--- src/rtl/brg_pkg.sv ---
package brg_pkg;
  localparam int RATE_COUNT = 13;
  localparam int DIV_W      = 12;
  localparam int ZERO_CODE  = 13;
  localparam int EXT_CODE   = 14;

  // master clocks per output period, nearest integer of 153600 / rate
  function automatic int rate_divisor(input int idx);
    case (idx)
      0:       return 3072;
      1:       return 2048;
      2:       return 1396;
      3:       return 1142;
      4:       return 1024;
      5:       return 768;
      6:       return 512;
      7:       return 256;
      8:       return 128;
      9:       return 85;
      10:      return 64;
      11:      return 32;
      default: return 16;
    endcase
  endfunction
endpackage

--- src/rtl/brg_init.sv ---
module brg_init (
  input  logic clk,
  input  logic rst_n,
  input  logic xtal_sel,
  input  logic aux_clk,
  output logic chain_clr
);
  logic xtal_q;
  logic armed;
  logic fire;

  assign fire = armed & ~xtal_sel & aux_clk;

  always_ff @(posedge clk or negedge rst_n) begin
    if (!rst_n) begin
      xtal_q    <= 1'b0;
      armed     <= 1'b0;
      chain_clr <= 1'b0;
    end else begin
      xtal_q <= xtal_sel;
      if (fire)
        armed <= 1'b0;
      else if (xtal_q && !xtal_sel)
        armed <= 1'b1;
      chain_clr <= fire | (xtal_sel & aux_clk);
    end
  end

  AST_SINGLE_FIRE: assert property (@(posedge clk) disable iff (!rst_n)
    fire |=> !fire);
endmodule

--- src/rtl/brg_prescaler.sv ---
module brg_prescaler #(
  parameter int PRE_W = 4,
  localparam int TAP_W = PRE_W - 1
) (
  input  logic             clk,
  input  logic             rst_n,
  input  logic             clr,
  output logic [TAP_W-1:0] taps
);
  logic [PRE_W-1:0] cnt;

  always_ff @(posedge clk or negedge rst_n) begin
    if (!rst_n)
      cnt <= '0;
    else if (clr)
      cnt <= '0;
    else
      cnt <= cnt + 1'b1;
  end

  assign taps = cnt[TAP_W-1:0];

  AST_TAP_STEP: assert property (@(posedge clk) disable iff (!rst_n)
    !clr |=> taps == $past(taps) + 1'b1);
endmodule

--- src/rtl/brg_divider.sv ---
module brg_divider #(
  parameter int DIVISOR = 16,
  parameter int DIV_W   = 12,
  localparam int HIGH_LEN = (DIVISOR + 1) / 2
) (
  input  logic clk,
  input  logic rst_n,
  input  logic clr,
  output logic wave
);
  logic [DIV_W-1:0] cnt;

  always_ff @(posedge clk or negedge rst_n) begin
    if (!rst_n) begin
      cnt  <= '0;
      wave <= 1'b0;
    end else if (clr) begin
      cnt  <= '0;
      wave <= 1'b0;
    end else begin
      cnt  <= (cnt == DIV_W'(DIVISOR - 1)) ? '0 : cnt + 1'b1;
      wave <= (cnt < DIV_W'(HIGH_LEN));
    end
  end

  AST_CNT_RANGE: assert property (@(posedge clk) disable iff (!rst_n)
    cnt < DIV_W'(DIVISOR));
  AST_RISE_PHASE: assert property (@(posedge clk) disable iff (!rst_n)
    $rose(wave) |-> cnt == DIV_W'(1));
endmodule

--- src/rtl/bitrate_gen.sv ---
module bitrate_gen
  import brg_pkg::*;
#(
  parameter int PRE_W = 4,
  parameter int SEL_W = 4,
  localparam int TAP_W = PRE_W - 1
) (
  input  logic             clk,
  input  logic             rst_n,
  input  logic             xtal_sel,
  input  logic             aux_clk,
  input  logic [SEL_W-1:0] rate_sel,
  input  logic             ext_rate,
  output logic             mclk_o,
  output logic [TAP_W-1:0] pre_taps,
  output logic             rate_clk
);
  logic                  chain_clr;
  logic [RATE_COUNT-1:0] div_out;
  logic                  pick;

  assign mclk_o = clk;

  brg_init u_init (
    .clk      (clk),
    .rst_n    (rst_n),
    .xtal_sel (xtal_sel),
    .aux_clk  (aux_clk),
    .chain_clr(chain_clr)
  );

  brg_prescaler #(.PRE_W(PRE_W)) u_pre (
    .clk  (clk),
    .rst_n(rst_n),
    .clr  (chain_clr),
    .taps (pre_taps)
  );

  for (genvar i = 0; i < RATE_COUNT; i++) begin : g_rate
    brg_divider #(.DIVISOR(rate_divisor(i)), .DIV_W(DIV_W)) u_div (
      .clk  (clk),
      .rst_n(rst_n),
      .clr  (chain_clr),
      .wave (div_out[i])
    );
  end

  always_comb begin
    pick = 1'b0;
    if (int'(rate_sel) >= EXT_CODE)
      pick = ext_rate;
    else if (int'(rate_sel) < RATE_COUNT)
      pick = div_out[rate_sel];
  end

  always_ff @(posedge clk or negedge rst_n) begin
    if (!rst_n)
      rate_clk <= 1'b0;
    else
      rate_clk <= pick;
  end

  AST_EXT_PASS: assert property (@(posedge clk) disable iff (!rst_n)
    (int'(rate_sel) >= EXT_CODE) |=> rate_clk == $past(ext_rate));
  AST_ZERO_CODE: assert property (@(posedge clk) disable iff (!rst_n)
    (int'(rate_sel) == ZERO_CODE) |=> !rate_clk);
  AST_HOLD_CLEAR: assert property (@(posedge clk) disable iff (!rst_n)
    (xtal_sel && aux_clk) |=> ##1 (pre_taps == '0));
endmodule

--- config.mk ---
export PLATFORM = sky130hd
export DESIGN_NAME = bitrate_gen
export DESIGN_NICKNAME = d
export VERILOG_FILES = /design/src/rtl/brg_pkg.sv /design/src/rtl/brg_init.sv /design/src/rtl/brg_prescaler.sv /design/src/rtl/brg_divider.sv /design/src/rtl/bitrate_gen.sv
export SDC_FILE = /design/constraint.sdc
export NUM_CORES = 1
export LEC_CHECK = 0
export BUFFER_PORTS_ARGS = -buffer_cell sky130_fd_sc_hd__buf_2
export CAP_MARGIN = 20
export CELL_PAD_IN_SITES_DETAIL_PLACEMENT = 1
export CELL_PAD_IN_SITES_GLOBAL_PLACEMENT = 1
export CORE_MARGIN = 2
export CORE_UTILIZATION = 40
export CTS_CLUSTER_SIZE = 14
export DETAILED_ROUTE_END_ITERATION = 12
export PLACE_DENSITY_LB_ADDON = 0.1
export SLEW_MARGIN = 10
export SYNTH_ARGS = -nofsm -noshare
export SYNTH_HDL_FRONTEND = slang
export SYNTH_HIERARCHICAL = 1
export SYNTH_SLANG_ARGS = --single-unit
--- constraint.sdc ---
create_clock -name clk -period 2.47 [get_ports clk]
set_clock_uncertainty 0.05 [all_clocks]
set_input_delay 0.247 -clock clk [delete_from_list [all_inputs] [get_ports clk]]
set_output_delay 0.247 -clock clk [all_outputs]
set_load 0.05 [all_outputs]
==> run summary <==
Status -> finished clean
Layout area overhead -> 12.3%
Tmin final -> 2.14 ns
NumNets Final -> 889
Crit-path max FO -> 1
Internal Power -> 5.26 mW
Top-area cell type share of the netlist area -> 50.5%
# rows -> 54
Antenna-violating nets left -> 0
Final Non-Filler Cells -> 1154
Clock Power Share -> 39.4%
TritonCTS clock tree -> done
# Post-CTS Setup Buffers -> 0
Post-synth top cells -> dfrtp_1 (176), a21oi_1 (89), nor2_1 (70), o21ai_0 (48), o31ai_1 (45)
# IOs -> 14
# resized after CTS -> 0
Synth Area per Inst -> 10.5 um^2
FFs w/ async S/R, synth -> 100%
Max Freq -> 467 MHz
Setup crit start kind -> flop
Clock-pin slew on the worst setup and hold paths -> 0.07 ns
Least-Margin Pin Slew -> 0.712 ns
Mapped Area -> 8730 um^2
Clock Latency Late Sink -> 0.54 ns
Post-route DRC -> 0
Hold WC Path Type -> in2async
#FFs+latches synth -> 176
Fin. max-slew vios -> 0
GRT Util Overall -> 18.3%
Die Ht -> 152 um
Yosys cell types -> 56
Kind of critical path -> reg2reg
Sw Ratio -> 29.8%
PortBufs -> 13
Setup violators final -> 0
Leakage -> 3.94 nW
Core area -> 21600 um^2
DIE AREA -> 23000 um^2
Global-route wire length before repair -> 33500 um
Synth Flop Type -> dfrtp_1
Period utilisation layout -> 86.7%
Ant. Diodes -> 0
Vias -> 6605
Total grt overflow -> 0
# fillers -> 2346
Crit path capture type -> flop
Relative slew slack -> 52.0%
Die width -> 152 um
Syn Nets -> 858
Post-synth EDFFs -> 0
Final WL -> 19700 um
Most frequent cell after synthesis -> dfrtp_1
Share of layout cells above drive strength 1 -> 13.3%
Wirelength per Cell -> 17.0 um
Yosys top cell by area -> dfrtp_1
Gpl congestion -> 0.769
Net Sw Power -> 2.23 mW
Power Density -> 765 nW/um^2
Cells after DPL -> 1114
Final setup TNS -> 0 ns
Initial core utilization -> 40.4%
Ys Warns -> 6
Critical Path RT -> 2.84 ns
Comb power frac -> 13.0%
DR iter-0 viols -> 271
Maxcap violations -> 0
Hold Fails Final Rpt -> 0
Initial antenna violation count -> 0
HPWL Detailed -> 13500 um
Post-Synthesis Cells -> 830
Post-synthesis sequential area ratio -> 50.5%
Reg power frac -> 47.7%
Largest net degree at the start of global routing -> 49
Routed vias/inst -> 5.72
First drt pass iteration count -> 4
Synth top area cells -> dfrtp_1 (50%), a21oi_1 (5.1%), o31ai_1 (3.9%)
Max VDD drop -> 0.545 mV
Overall power -> 7.50 mW
RSZ-0062 raised after global routing -> false
Vias in the first global route -> 6972
Arrival time worst endpoint -> 2.51 ns
worst paths after layout:
| check | startpoint | end | slack (ns) | cells past startpoint |
|---|---|---|---|---|
| worst max-delay path | g_rate[3].u_div/wave | rate_clk | 0.33 | 3 |
| worst min-delay path | rst_n | g_rate[7].u_div/cnt[2] | 0.13 | 2 |
| worst max register to register | g_rate[3].u_div/wave | rate_clk | 0.33 | 3 |
| worst min register to register | u_pre/cnt[0] | u_pre/cnt[0] | 0.41 | 1 |
| max in group asynchronous | rst_n | g_rate[3].u_div/cnt[4] | 1.44 | 3 |
| min in group clk | xtal_sel | u_init/xtal_q | 0.33 | 2 |
cells in the final DEF, fill, tap and decap left out, types with 3 or more instances in the layout:
cell type	count
clkinvlp_4	4
dfrtp_1	175
dlygate4sd3_1	5
o41ai_4	3
o31ai_1	45
nand4_1	29
o21ai_0	48
clkbuf_16	20
nand3_1	43
or4_1	43
nand4_2	4
a21oi_2	3
a21oi_1	89
nor3_1	8
inv_1	34
clkinv_4	3
or3_2	10
xor2_1	20
nand3_2	7
nand2_1	40
inv_6	4
nor4_1	6
or4_4	6
ha_1	19
xnor2_1	20
buf_4	8
or3_1	36
buf_2	12
nand3_4	5
nor2_1	70
o31ai_4	4
nor2b_1	6
sequential cells by signal, indices dropped and copies added (netlist names):
register,count
g_rate.u_div/cnt,156
g_rate.u_div/wave,13
u_pre/cnt,3
rate_clk,1
u_init/armed,1
u_init/chain_clr,1
u_init/xtal_q,1
metrics by stage:
stage	hold WS (ns)	area, um^2	setup slack (ns)	util (%)
floorplan	-0.0986	8730	0.625	-
finish	0.133	9800	0.329	45.3
CTS	0.138	9800	0.338	45.3
global placement	0.147	9090	0.716	42.1
global route	0.147	9800	0.294	45.3
detailed placement	0.144	9090	0.573	42.1
metal layers:
layer	vias up	share of wire [%]	track usage (%)
met5	-	0	0
met4	0	0.79	4.72
met3	12	2.5	4.37
met2	49	50	31.3
met1	3362	47	23.3
li1	3182	-	-
worst max-delay path, stage by stage, from the launching register on:
cell and delay, ns:
dfrtp_1 0.43, mux4_1 0.52, mux4_2 0.46, dlygate4sd3_1 0.57
final cells by class:
cell class | instances | area, um^2 | share of cell area, %
Inverter | 34 | 128 | 1.30
Tap cell | 280 | 350 | 3.58
Clock buffer | 23 | 533 | 5.44
Timing Repair Buffer | 27 | 216 | 2.21
Sequential cell | 176 | 4410 | 45.0
Clock inverter | 13 | 126 | 1.29
Multi-Input combinational cell | 601 | 4040 | 41.2
cell families (layout without fill, tap and decap cells):
| group | after synthesis | after routing | share of synthesized area [%] |
|---|---|---|---|
| compound gates | 208 | 208 | 15.7 |
| xor+xnor | 40 | 40 | 4.01 |
| fa+ha+maj | 19 | 19 | 2.72 |
| buf+inv | 53 | 97 | 3.25 |
| flops | 176 | 176 | 50.5 |
| mux | 5 | 5 | 1.09 |
| simple gates | 329 | 329 | 22.7 |
repair_timing:
item                       CTS  global route
setup endpoints to repair    0             0
hold endpoints to repair   106             0
hold buffers                 5             0
power by group through the flow:
stage | Clock (mW) | Sequential (mW) | Combinational [mW]
CTS | 3.06 | 3.58 | 0.997
floorplan | 0.0873 | 3.56 | 0.729
detailed placement | 0.0772 | 3.63 | 0.978
global route | 3.19 | 3.63 | 1.11
finish | 2.95 | 3.57 | 0.972
global placement | 0.0772 | 3.59 | 0.922
Power figures use the tool's default switching activity.
